<file path="src/rtl/irq_pkg.sv">
`timescale 1ns/1ps
package irq_pkg;

  typedef enum logic [1:0] {
    GATE_OPEN      = 2'd0,
    GATE_HIGH_ONLY = 2'd1,
    GATE_NMI_ONLY  = 2'd2
  } gate_mode_e;

  // Map the two core mask bits onto a gating mode.
  function automatic gate_mode_e mode_of(input logic m_i, input logic m_ui);
    if (!m_i)      return GATE_OPEN;
    else if (!m_ui) return GATE_HIGH_ONLY;
    else           return GATE_NMI_ONLY;
  endfunction

  // Does a maskable request of the given level pass the gate?
  function automatic logic level_passes(input gate_mode_e mode, input logic lvl);
    case (mode)
      GATE_OPEN:      return 1'b1;
      GATE_HIGH_ONLY: return lvl;
      default:        return 1'b0;
    endcase
  endfunction

endpackage

</file>
<file path="src/rtl/irq_nmi_latch.sv">
`timescale 1ns/1ps
module irq_nmi_latch (
  input  logic clk,
  input  logic rst_n,
  input  logic nmi_in,
  input  logic take,
  output logic pend,
  output logic rise
);
  logic nmi_prev;

  assign rise = nmi_in & ~nmi_prev;

  always_ff @(posedge clk or negedge rst_n) begin
    if (!rst_n) begin
      nmi_prev <= 1'b0;
      pend     <= 1'b0;
    end else begin
      nmi_prev <= nmi_in;
      // A fresh edge in the same cycle as a take stays pending.
      pend     <= (pend & ~take) | rise;
    end
  end
endmodule

</file>
<file path="src/rtl/irq_arbiter.sv">
`timescale 1ns/1ps
module irq_arbiter #(
  parameter int N_SRC = 8,
  localparam int SRC_W = (N_SRC > 1) ? $clog2(N_SRC) : 1
) (
  input  logic [N_SRC-1:0] req,
  input  logic [N_SRC-1:0] en,
  input  logic [N_SRC-1:0] lvl,
  output logic             win_valid,
  output logic [SRC_W-1:0] win_idx,
  output logic             win_lvl
);
  logic [N_SRC-1:0] hi_req;
  logic [N_SRC-1:0] lo_req;
  logic [SRC_W-1:0] hi_idx;
  logic [SRC_W-1:0] lo_idx;

  genvar g;
  generate
    for (g = 0; g < N_SRC; g++) begin : g_src
      assign hi_req[g] = req[g] & en[g] &  lvl[g];
      assign lo_req[g] = req[g] & en[g] & ~lvl[g];
    end
  endgenerate

  // Scan downward so that the lowest set index is kept last.
  always_comb begin
    hi_idx = '0;
    lo_idx = '0;
    for (int k = N_SRC - 1; k >= 0; k--) begin
      if (hi_req[k]) hi_idx = SRC_W'(k);
      if (lo_req[k]) lo_idx = SRC_W'(k);
    end
  end

  assign win_lvl   = |hi_req;
  assign win_valid = |hi_req | |lo_req;
  assign win_idx   = win_lvl ? hi_idx : lo_idx;
endmodule

</file>
<file path="src/rtl/irq_gate.sv">
`timescale 1ns/1ps
module irq_gate
  import irq_pkg::*;
(
  input  logic mask_i,
  input  logic mask_ui,
  input  logic nmi_pend,
  input  logic win_valid,
  input  logic win_lvl,
  output logic take_nmi,
  output logic take_src,
  output logic grant_ok
);
  gate_mode_e mode;

  assign mode     = mode_of(mask_i, mask_ui);
  assign take_nmi = nmi_pend;
  assign take_src = ~nmi_pend & win_valid & level_passes(mode, win_lvl);
  assign grant_ok = take_nmi | take_src;
endmodule

</file>
<file path="src/rtl/irq_prio_ctrl.sv">
`timescale 1ns/1ps
module irq_prio_ctrl #(
  parameter int              N_SRC    = 8,
  parameter int              ADDR_W   = 16,
  parameter logic [15:0]     VEC_BASE = 16'h0100
) (
  input  logic              clk,
  input  logic              rst_n,
  input  logic [N_SRC-1:0]  irq_req,
  input  logic [N_SRC-1:0]  irq_en,
  input  logic [N_SRC-1:0]  irq_lvl,
  input  logic              nmi,
  input  logic              mask_i,
  input  logic              mask_ui,
  input  logic              insn_done,
  output logic              accept,
  output logic [ADDR_W-1:0] vec_addr,
  output logic              set_mask_i,
  output logic              set_mask_ui
);
  localparam int SRC_W = (N_SRC > 1) ? $clog2(N_SRC) : 1;
  localparam int VI_W  = $clog2(N_SRC + 1);

  // Vector slot k sits 4 bytes above slot k-1; slot 0 is the NMI.
  function automatic logic [ADDR_W-1:0] vec_of(input logic [VI_W-1:0] slot);
    return ADDR_W'(VEC_BASE) + (ADDR_W'(slot) << 2);
  endfunction

  // Named internal events
  logic             nmi_pend;
  logic             nmi_rise;
  logic             win_valid;
  logic [SRC_W-1:0] win_idx;
  logic             win_lvl;
  logic             take_nmi;
  logic             take_src;
  logic             grant_ok;
  logic             take_now;
  logic [VI_W-1:0]  grant_slot;
  logic             accept_q;
  logic [ADDR_W-1:0] vec_q;

  irq_nmi_latch u_nmi (
    .clk    (clk),
    .rst_n  (rst_n),
    .nmi_in (nmi),
    .take   (take_now & take_nmi),
    .pend   (nmi_pend),
    .rise   (nmi_rise)
  );

  irq_arbiter #(.N_SRC(N_SRC)) u_arb (
    .req       (irq_req),
    .en        (irq_en),
    .lvl       (irq_lvl),
    .win_valid (win_valid),
    .win_idx   (win_idx),
    .win_lvl   (win_lvl)
  );

  irq_gate u_gate (
    .mask_i    (mask_i),
    .mask_ui   (mask_ui),
    .nmi_pend  (nmi_pend),
    .win_valid (win_valid),
    .win_lvl   (win_lvl),
    .take_nmi  (take_nmi),
    .take_src  (take_src),
    .grant_ok  (grant_ok)
  );

  assign take_now   = insn_done & grant_ok;
  assign grant_slot = take_nmi ? '0 : (VI_W'(win_idx) + VI_W'(1));

  always_ff @(posedge clk or negedge rst_n) begin
    if (!rst_n) begin
      accept_q <= 1'b0;
      vec_q    <= '0;
    end else begin
      accept_q <= take_now;
      if (take_now) vec_q <= vec_of(grant_slot);
    end
  end

  assign accept      = accept_q;
  assign vec_addr    = vec_q;
  assign set_mask_i  = accept_q;
  assign set_mask_ui = accept_q;
endmodule

</file>
<file path="config.mk">
export PLATFORM = sky130hd
export DESIGN_NAME = irq_prio_ctrl
export DESIGN_NICKNAME = d
export VERILOG_FILES = /design/src/rtl/irq_pkg.sv /design/src/rtl/irq_nmi_latch.sv /design/src/rtl/irq_arbiter.sv /design/src/rtl/irq_gate.sv /design/src/rtl/irq_prio_ctrl.sv
export SDC_FILE = /design/constraint.sdc
export NUM_CORES = 1
export LEC_CHECK = 0
export BUFFER_PORTS_ARGS = -buffer_cell sky130_fd_sc_hd__buf_2
export CAP_MARGIN = 10
export CORE_ASPECT_RATIO = 1.25
export CORE_MARGIN = 8
export CORE_UTILIZATION = 30
export DETAILED_ROUTE_END_ITERATION = 10
export PLACE_DENSITY_LB_ADDON = 0.05
export SLEW_MARGIN = 15
export SYNTH_ARGS = -nofsm -noshare
export SYNTH_HDL_FRONTEND = slang
export SYNTH_SLANG_ARGS = --single-unit
</file>
<file path="constraint.sdc">
create_clock -name clk -period 3 [get_ports clk]
set_input_delay 0.3 -clock clk [delete_from_list [all_inputs] [get_ports clk]]
set_output_delay 0.3 -clock clk [all_outputs]
set_load 0.05 [all_outputs]
</file>
==> Yosys cells after proc, flatten, opt, wreduce, memory -nomap -nowiden <==
Index checks and enable logic that the tools add are counted.
{ "totals": {"reg_bits": 19, "out_inout_bits": 19, "elab_cells": 75} }
{ "classes": {"add_sub_neg": 2, "eq_ne": 1, "n_mux": 21, "bitwise_logic": 44, "n_reduce_logical": 3} }
{ "ops": {"columns": ["operator", "n"], "rows": [
  ["two-way mux 3 bit", 17],
  ["AND 1 bit", 30],
  ["OR reduction 8 bit", 2],
  ["NOT 1 bit", 11],
  ["adder 9 x 6 -> 10 bit, first input constant", 1],
  ["adder 3 x 1 -> 4 bit, second input constant", 1],
  ["two-way mux 2 bit", 2],
  ["two-way mux 4 bit", 1],
  ["bitwise OR 1 bit", 3],
  ["== test 2 x 1 -> 1 bit, second input constant", 1],
  ["zero test 2 bit", 1],
  ["one-hot mux 1 bit (2 select lines)", 1]
]} }

==> Depth between registers and ports, before layout <==
Gate-level depths: netlist (run 1).
{ "logic_depth": {"depth_word": 14, "depth_mapped": 8, "ltp_nobuf": 8} }

==> Modules after synthesis <==
Synthesis (run 1) repeated with hierarchy kept, for this count alone.
{ "hier_totals": {"hier_cells": 93, "area_unflattened_um2": 767.0} }
{ "modules_own_cells": {"columns": ["module", "n_inst", "cells_per_inst", "area_each_um2"], "rows": [
  ["irq_prio_ctrl", 1, 34, 367.9],
  ["irq_arbiter", 1, 47, 279.0],
  ["irq_nmi_latch", 1, 5, 75.1],
  ["irq_gate", 1, 7, 45.0]
]} }

==> Worst setup path after synthesis (run 1) <==
Ideal clock, no wire load.
{ "synth_path": {"path_type": "input -> register", "from": "input irq_req[1]", "to": "register vec_q[4], in the netlist vec_addr[4]", "setup_time_ns": 0.096, "arrival_time_ns": 1.729, "required_time_ns": 2.904, "setup_slack_ns": 1.176, "path_stages": 8, "n_path_buf": 0, "path_cell_list": "nand3_1 -> nand4_2 -> or3_4 -> o211a_1 -> nor3_1 -> ha_1 -> xnor2_1 -> o31ai_1"} }
{ "synth_via": {"elab_chain_len": 8, "word_cells_on_any_way": 19, "classes_between": "2 x add/sub; 7 x mux; 8 x bitwise; 2 x reduce/logical"} }
{ "synth_lines": {"columns": ["item", "line", "source"], "rows": [
  ["start, declared", "irq_prio_ctrl.sv:9", "input logic [N_SRC-1:0] irq_req,"],
  ["AND 1 bit *", "irq_arbiter.sv:21, irq_arbiter.sv:22", null],
  ["AND 1 bit (on tied branches)", "irq_arbiter.sv:22, irq_arbiter.sv:21", null],
  ["two-way mux 3 bit, or another cell as far along (2 in a row)", "irq_arbiter.sv:32", "if (lo_req[k]) lo_idx = SRC_W'(k);"],
  ["two-way mux 3 bit / AND 1 bit (equally long branches)", "irq_arbiter.sv:38, irq_gate.sv:18", null],
  ["adder 3 x 1 -> 4 bit / AND 1 bit (equally long branches)", "irq_prio_ctrl.sv:73, irq_gate.sv:18", null],
  ["two-way mux 4 bit / bitwise OR 1 bit (equally long branches)", "irq_prio_ctrl.sv:73, irq_gate.sv:19", null],
  ["adder 9 x 6 -> 10 bit / AND 1 bit (equally long branches)", "irq_prio_ctrl.sv:26, irq_prio_ctrl.sv:72", null],
  ["end signal, assigned", "irq_prio_ctrl.sv:81", "if (take_now) vec_q <= vec_of(grant_slot);"],
  ["end, declared", "irq_prio_ctrl.sv:41", "logic [ADDR_W-1:0] vec_q;"]
]} }
Every way passes the cells marked *; elsewhere a longest branch is shown, timed or not.
A chain may end at the register's enable or synchronous reset.

==> Final worst setup path (run 1) <==
{ "layout_path": {"from": "input irq_lvl[1]", "to": "register vec_q[4], in the netlist vec_addr[4]"} }
{ "layout_via": {"elab_chain_len": 8, "word_cells_on_any_way": 19, "classes_between": "2 x add/sub; 7 x mux; 8 x bitwise; 2 x reduce/logical"} }
{ "layout_lines": {"columns": ["item", "line", "source"], "rows": [
  ["start, declared", "irq_prio_ctrl.sv:11", "input logic [N_SRC-1:0] irq_lvl,"],
  ["NOT 1 bit", "irq_arbiter.sv:22", "assign lo_req[g] = req[g] & en[g] & ~lvl[g];"],
  ["AND 1 bit", "irq_arbiter.sv:22", null],
  ["two-way mux 3 bit / OR reduction 8 bit (equally long branches)", "irq_arbiter.sv:32, irq_arbiter.sv:37", null],
  ["two-way mux 3 bit / bitwise OR 1 bit (equally long branches)", "irq_arbiter.sv:32, irq_arbiter.sv:37", null],
  ["two-way mux 3 bit / AND 1 bit (equally long branches)", "irq_arbiter.sv:38, irq_gate.sv:18", null],
  ["adder 3 x 1 -> 4 bit / AND 1 bit (equally long branches)", "irq_prio_ctrl.sv:73, irq_gate.sv:18", null],
  ["two-way mux 4 bit / bitwise OR 1 bit (equally long branches)", "irq_prio_ctrl.sv:73, irq_gate.sv:19", null],
  ["adder 9 x 6 -> 10 bit / AND 1 bit (equally long branches)", "irq_prio_ctrl.sv:26, irq_prio_ctrl.sv:72", null]
]} }
Parallel ways exist; a longest one is shown, timed or not.

==> results of run 1 <==
cell usage after synthesis, drive strengths merged, types with 3 or more instances:
master,number
a31oi,3
buf,13
dfrtp,8
inv,4
nand2,11
nand3,9
nand3b,4
nor3,3
o21ai,4
worst min path at each step:
stage	endpoint	slack, ns
floorplan	accept$_DFF_PN0_	0.004
global placement	vec_addr[8]$_DFFE_PN0P_	0.15
detailed placement	vec_addr[8]$_DFFE_PN0P_	0.15
CTS	u_nmi.nmi_prev$_DFF_PN0_	0.17
global route	u_nmi.nmi_prev$_DFF_PN0_	0.17
finish	u_nmi.nmi_prev$_DFF_PN0_	0.18
registers in the layout, indices dropped and copies added, names as in the netlist:
name	cells
u_nmi.pend	1
u_nmi.nmi_prev	1
vec_addr	5
accept	1
power by group through the flow:
stage / logic, W / registers, W / clock network, W
global route: 0.000214 / 0.000131 / 0.0000847
finish: 0.000196 / 0.000129 / 0.0000766
detailed placement: 0.000197 / 0.000131 / 0
CTS: 0.000198 / 0.000130 / 0.0000820
floorplan: 0.000115 / 0.000172 / 0
global placement: 0.000196 / 0.000131 / 0
kinds of logic (layout without fill, tap and decap cells):
| logic type | Yosys count | count (layout) | share of synthesized area |
|---|---|---|---|
| xor+xnor | 1 | 1 | 0.0118 |
| simple gates | 39 | 39 | 0.313 |
| compound gates | 22 | 22 | 0.234 |
| flops | 8 | 8 | 0.269 |
| other cells | 1 | 11 | 0.00504 |
| buf+inv | 17 | 45 | 0.151 |
| fa+ha+maj | 1 | 1 | 0.0168 |
per-stage QoR:
stage	util	total power [W]	instance area (sq um)	hold WS, ns
2_1_floorplan	-	0.000287	782	0.00441
3_3_place_gp	0.379	0.000327	911	0.149
3_5_place_dp	0.379	0.000328	911	0.150
4_1_cts	0.393	0.000410	943	0.166
5_1_grt	0.393	0.000430	943	0.167
6_report	0.393	0.000402	943	0.178
area by class of cell:
cell class | instances | area, sq um
clock buffers | 3 | 22.5
fillers | 275 | 1460
inverters | 4 | 15.0
multi-input cells | 74 | 469
flip-flops and latches | 8 | 200
well taps | 33 | 41.3
repair buffers | 38 | 195
routing by layer:
| metal | GRT usage | share of wire |
|---|---|---|
| met1 | 0.0925 | 0.36 |
| met2 | 0.179 | 0.57 |
| met3 | 0.0125 | 0.056 |
| met4 | 0.0545 | 0.017 |
| met5 | 0 | 0 |
worst max-delay path, stage by stage:
cell	delay [ns]
sky130_fd_sc_hd__buf_2	0.11
sky130_fd_sc_hd__nand3_1	0.13
sky130_fd_sc_hd__nand4_2	0.12
sky130_fd_sc_hd__or3_4	0.38
sky130_fd_sc_hd__o211a_1	0.14
sky130_fd_sc_hd__nor3_1	0.34
sky130_fd_sc_hd__ha_1	0.24
sky130_fd_sc_hd__xnor2_1	0.08
sky130_fd_sc_hd__o31ai_1	0.18
==> impl_metrics.sql, run 1 <==
INSERT INTO impl_metrics (metric_group, metric, value, unit) VALUES
('final_layout', 'final_layout_size_suffix_gt1_frac', '0.354', ''),
('pwr', 'peakVddDrop', '149', 'uV'),
('place', 'place.gp.congestion', '0.736', ''),
('clock_network', 'cts_max_path_buffers', '2', ''),
('final_layout', 'antenna_cells', '0', ''),
('logic_synthesis', 'synth_async_sr_flop_share', '1.00', ''),
('sta', 'setup_slack', '1.12', 'ns'),
('pwr', 'power_frac_comb', '0.488', ''),
('floorplanning', 'core.rowCount', '20', ''),
('logic_synthesis', 'synth-seq-area-share', '0.269', ''),
('final_layout', 'area.growth.synth_to_final', '26.7', '%'),
('sta', 'final_period_minus_worst_setup_slack', '1.88', 'ns'),
('worst_setup_path', 'regToRegSetupSlack', '1.65', 'ns'),
('grt', 'global_route_overflow', '0', ''),
('clock_network', 'cts.sinks', '8', ''),
('detailed_routing', 'post_drt_wl_per_cell', '12.2', 'microns'),
('logic_synthesis', 'synth_instances', '89', ''),
('worst_setup_path', 'path_max_fanout', '4', ''),
('sta', 'achievable-frequency', '0.532', 'GHz'),
('detailed_routing', 'drtAntennaViolNets', '0', ''),
('detailed_routing', 'route.final.wire_length', '1.95', 'mm'),
('worst_setup_path', 'required', '3.15', 'ns'),
('detailed_routing', 'initialDrtViolationCount', '9', ''),
('run', 'maxCapViolations', '0', ''),
('pwr', 'power_switching_share', '0.442', ''),
('logic_synthesis', 'synth_seq_cells', '8', ''),
('worst_setup_path', 'crit_path_category', 'input pin to register', ''),
('sta', 'finalSetupViolCount', '0', ''),
('final_layout', 'final_cells', '160', ''),
('pwr', 'power_share_of_the_sequential_group', '0.321', ''),
('clock_network', 'postCtsSetupRepairBufs', '0', ''),
('place', 'placed_cells', '156', ''),
('floorplanning', 'dieArea', '4340', 'sq um'),
('place', 'placement.setup.worst_slack', '0.853', 'ns'),
('logic_synthesis', 'post_synth.cell_area_avg', '8.36', 'sq um'),
('logic_synthesis', 'edff_count_synth', '0', ''),
('logic_synthesis', 'netlist_top_cells_area', 'sky130_fd_sc_hd__dfrtp_1 (27%), sky130_fd_sc_hd__buf_4 (13%), sky130_fd_sc_hd__nand2_1 (5.5%)', ''),
('detailed_routing', 'drt-pass1-iter-count', '4', ''),
('final_layout', 'fin_nets', '160', ''),
('floorplanning', 'die_x', '60.6', 'microns'),
('detailed_routing', 'drc_errors', '0', ''),
('place', 'port_buffers', '37', ''),
('sta', 'setup_tns', '0', 'ns'),
('pwr', 'leakage_component_of_the_power', '0.491', 'nW'),
('worst_setup_path', 'crit_path_start_kind', 'input pin', ''),
('logic_synthesis', 'synth.distinct_cells', '33', ''),
('worst_setup_path', 'worst_setup_path_startpoint', 'irq_lvl[1]', ''),
('sta', 'min_period_over_period', '0.626', ''),
('clock_network', 'hold_buffers', '1', ''),
('clock_network', 'cts.root.buffer_cell', 'sky130_fd_sc_hd__clkbuf_4', ''),
('grt', 'antenna_found_initial', '0', ''),
('floorplanning', 'coreArea', '2400', 'sq um'),
('run_status', 'result_of_the_run', 'finished clean', ''),
('sta', 'hold_viol', '0', ''),
('pwr', 'netSwitchingPower', '0.000177', 'W'),
('clock_network', 'cts_made_buffers', '3', ''),
('clock_network', 'cts_resized', '0', ''),
('clock_network', 'htreeDepth', '1', ''),
('clock_network', 'clk_transition_reported_paths', '0.05', 'ns'),
('pwr', 'power_density', '426', 'nW/um^2'),
('logic_synthesis', 'yosys_warnings', '0', ''),
('clock_network', 'insertion_delay', '0.24', 'ns'),
('worst_setup_path', 'critical_path_arrival', '2.03', 'ns'),
('sta', 'grt_setup_unrepaired', 'no', ''),
('worst_hold_path', 'timing.hold.worst.start', 'nmi', ''),
('floorplanning', 'io_pins', '49', ''),
('worst_hold_path', 'hold_class', 'input pin to register', ''),
('final_layout', 'mostFrequentLayoutCells', 'sky130_fd_sc_hd__buf_2 (37), sky130_fd_sc_hd__nand2_1 (11), sky130_fd_sc_hd__conb_1 (11), sky130_fd_sc_hd__dfrtp_1 (8), sky130_fd_sc_hd__nand3_1 (7)', ''),
('grt', 'via_count_of_the_first_global_routing_pass', '809', ''),
('final_layout', 'layout.cells.most_common', 'sky130_fd_sc_hd__buf_2', ''),
('pwr', 'p_int', '0.000224', 'W');
(Power assumes the default switching activity.)
==> inputs of run 2 (changes only) <==
==> constraint.sdc (replaced) <==
create_clock -name clk -period 1.6 [get_ports clk]
set_input_delay 0.16 -clock clk [delete_from_list [all_inputs] [get_ports clk]]
set_output_delay 0.16 -clock clk [all_outputs]
set_load 0.05 [all_outputs]
==> run 2 against run 1 <==
Compared with the run above:
- non-clock buffer count rose by 19
- register-to-register slack got worse by 1.4 ns
- first-iteration DRC count rose by 56%
- utilization rose by 9.9 points
- combinational power rose by 130%
- critical path depth did not move
- global-route usage rose by 1.0 points
- power rose by 110%
- sequential power rose by 88%
- flip-flop and latch count did not move
- wire length rose by 16%
- critical endpoint unchanged
- worst hold slack got worse by 0.14 ns
==> impl_metrics.sql, run 2 (synthesis results as in run 1) <==
INSERT INTO impl_metrics (metric_group, metric, value, unit) VALUES
('detailed_routing', 'via_count', '834', ''),
('floorplanning', 'dieArea', '4340', 'sq um'),
('final_layout', 'mostFrequentLayoutCells', 'sky130_fd_sc_hd__buf_2 (29), sky130_fd_sc_hd__buf_4 (19), sky130_fd_sc_hd__nand2_1 (11), sky130_fd_sc_hd__conb_1 (11)', ''),
('worst_hold_path', 'hold_class', 'input pin to register', ''),
('clock_network', 'cts_tree', 'built', ''),
('sta', 'min_period_over_period', '0.941', ''),
('pwr', 'peakVddDrop', '399', 'uV'),
('detailed_routing', 'post_drt_wl_per_cell', '12.6', 'microns'),
('run', 'maxCapViolations', '0', ''),
('floorplanning', 'die_h', '71.7', 'microns'),
('floorplanning', 'core.rowCount', '20', ''),
('clock_network', 'cts.root.buffer_cell', 'sky130_fd_sc_hd__clkbuf_4', ''),
('detailed_routing', 'drtAntennaViolNets', '0', ''),
('pwr', 'power_density', '714', 'nW/um^2'),
('grt', 'antenna_found_initial', '0', ''),
('detailed_routing', 'highest-signal-layer', 'met4', ''),
('clock_network', 'clk_transition_reported_paths', '0.05', 'ns'),
('clock_network', 'cts_max_path_buffers', '2', ''),
('worst_setup_path', 'regToRegSetupSlack', '0.24', 'ns'),
('grt', 'grt.total_usage', '0.105', ''),
('final_layout', 'layout.cells.most_common', 'sky130_fd_sc_hd__buf_2', ''),
('grt', 'via_count_of_the_first_global_routing_pass', '918', ''),
('sta', 'final_period_minus_worst_setup_slack', '1.51', 'ns'),
('place', 'placement.setup.worst_slack', '-0.223', 'ns'),
('worst_setup_path', 'worst_setup_path_startpoint', 'irq_req[1]', ''),
('detailed_routing', 'route.final.wire_length', '2.25', 'mm'),
('final_layout', 'fin_nets', '179', ''),
('worst_setup_path', 'critical_path_arrival', '1.67', 'ns'),
('worst_setup_path', 'worstReg2RegStart', 'u_nmi.pend$_DFF_PN0_', ''),
('grt', 'grt_first_pass_wirelength', '3.67', 'mm'),
('final_layout', 'filler_cell_count_in_the_final_layout', '262', ''),
('clock_network', 'cts_made_buffers', '3', ''),
('final_layout', 'antenna_cells', '0', ''),
('final_layout', 'final_layout_size_suffix_gt1_frac', '0.493', ''),
('worst_setup_path', 'regToRegEndpoint', 'vec_addr[5]$_DFFE_PN0P_', ''),
('sta', 'hold_viol', '0', ''),
('detailed_routing', 'met2_wirelength', '1.27', 'mm'),
('detailed_routing', 'drt-pass1-iter-count', '4', ''),
('pwr', 'leakage_component_of_the_power', '0.606', 'nW'),
('floorplanning', 'io_pins', '49', ''),
('worst_setup_path', 'crit_path_category', 'input pin to register', ''),
('clock_network', 'cts.sinks', '8', ''),
('worst_setup_path', 'crit_path_start_kind', 'input pin', ''),
('detailed_routing', 'drc_errors', '0', ''),
('detailed_routing', 'route.met3.wl', '124', 'microns'),
('worst_setup_path', 'critical_path.endpoint', 'vec_addr[4]$_DFFE_PN0P_', ''),
('clock_network', 'insertion_delay', '0.25', 'ns'),
('worst_setup_path', 'number_of_cells_on_the_worst_reg_to_reg_path', '5', ''),
('place', 'place.gp.congestion', '0.785', ''),
('sta', 'achievable-frequency', '0.664', 'GHz'),
('sta', 'finalSetupViolCount', '0', ''),
('grt', 'global_route_overflow', '0', ''),
('sta', 'setup_slack', '0.0944', 'ns'),
('detailed_routing', 'initialDrtViolationCount', '14', ''),
('worst_setup_path', 'timing.critical_path.to_type', 'register', ''),
('place', 'detailedPlacementHpwl', '2.01', 'mm'),
('floorplanning', 'coreArea', '2400', 'sq um'),
('sta', 'timing.clock.skew', '0.00409', 'ns'),
('grt', 'maximum_number_of_pins_on_one_net_before_global_route_repair', '10', ''),
('place', 'port_buffers', '37', ''),
('floorplanning', 'die_x', '60.6', 'microns'),
('final_layout', 'number_of_flip_flops_under_the_largest_register_name', '5', ''),
('floorplanning', 'start_util', '0.310', ''),
('sta', 'timing.final.max_slew_violations', '0', ''),
('run_status', 'result_of_the_run', 'finished clean', ''),
('worst_setup_path', 'required', '1.76', 'ns'),
('clock_network', 'htreeDepth', '1', ''),
('worst_setup_path', 'path_max_fanout', '9', ''),
('detailed_routing', 'vias_per_cell', '4.66', ''),
('final_layout', 'area.growth.synth_to_final', '58.8', '%'),
('final_layout', 'postLayoutCoreUtil', '0.492', ''),
('detailed_routing', 'detail_route.wirelength.met1', '826', 'microns');
[run 2: changes by cell type in the layout (fill, tap and decap cells not counted), moves of 2 or more]
cell and change:
sky130_fd_sc_hd__buf_2 -8, sky130_fd_sc_hd__buf_4 +19, sky130_fd_sc_hd__buf_6 +8, sky130_fd_sc_hd__nand3_1 -2, sky130_fd_sc_hd__nor3_1 -2, sky130_fd_sc_hd__nor3_2 +2
[run 2: critical path, stage by stage]
cell and delay, ns:
sky130_fd_sc_hd__buf_6 0.09, sky130_fd_sc_hd__nand3_2 0.08, sky130_fd_sc_hd__nand4_2 0.12, sky130_fd_sc_hd__or3_4 0.43, sky130_fd_sc_hd__buf_4 0.15, sky130_fd_sc_hd__o311ai_4 0.28, sky130_fd_sc_hd__buf_4 0.21, sky130_fd_sc_hd__nand2_1 0.08
sky130_fd_sc_hd__o31ai_2 0.05
[run 2: per-stage QoR]
stage,hold slack (ns),area [sq um],setup TNS [ns],std cells,power (W)
6_report,0.0353,1180,0,179,0.000845
2_1_floorplan,-0.136,787,0,99,0.000541
3_5_place_dp,0.0129,1050,-0.915,174,0.000666
5_1_grt,0.0212,1180,-0.0104,179,0.000900
3_3_place_gp,0.00942,1050,-0.852,174,0.000662
4_1_cts,0.0285,1080,0,178,0.000820
[run 2: cell type report]
cell class / instances / area (sq um) / area share
clock buffer: 3 / 22.5 / 0.0190
tap: 33 / 41.3 / 0.0349
inverter: 4 / 15.0 / 0.0127
multi-input combinational: 74 / 515 / 0.436
sequential: 8 / 200 / 0.169
timing repair buffer: 57 / 388 / 0.328
[run 2: routing by layer]
layer / vias up / global-route usage
met3: 2 / 0.0215
met1: 387 / 0.101
met4: 0 / 0.0390
li1: 421 / -
met5: - / 0
met2: 24 / 0.205
[run 2: worst min-delay path by stage]
| stage | from | depth (start not counted) | endpoint |
|---|---|---|---|
| after floorplan | rst_n | 0 | accept$_DFF_PN0_ |
| after global placement | rst_n | 1 | u_nmi.pend$_DFF_PN0_ |
| after detailed placement | rst_n | 1 | u_nmi.nmi_prev$_DFF_PN0_ |
| after CTS | nmi | 1 | u_nmi.nmi_prev$_DFF_PN0_ |
| after global routing | nmi | 1 | u_nmi.nmi_prev$_DFF_PN0_ |
| final | nmi | 1 | u_nmi.nmi_prev$_DFF_PN0_ |
[run 2: power by group]
group	internal [W]	switching, W
Clock	0.0000855	0.0000637
Sequential	0.000227	0.0000152
Combinational	0.000170	0.000283
[run 2: what timing repair did]
item	CTS	global route
setup buffers	0	1
resized for setup	0	17
endpoints found under the setup margin	0	1
hold buffers	1	0
hold endpoints to repair	8	0
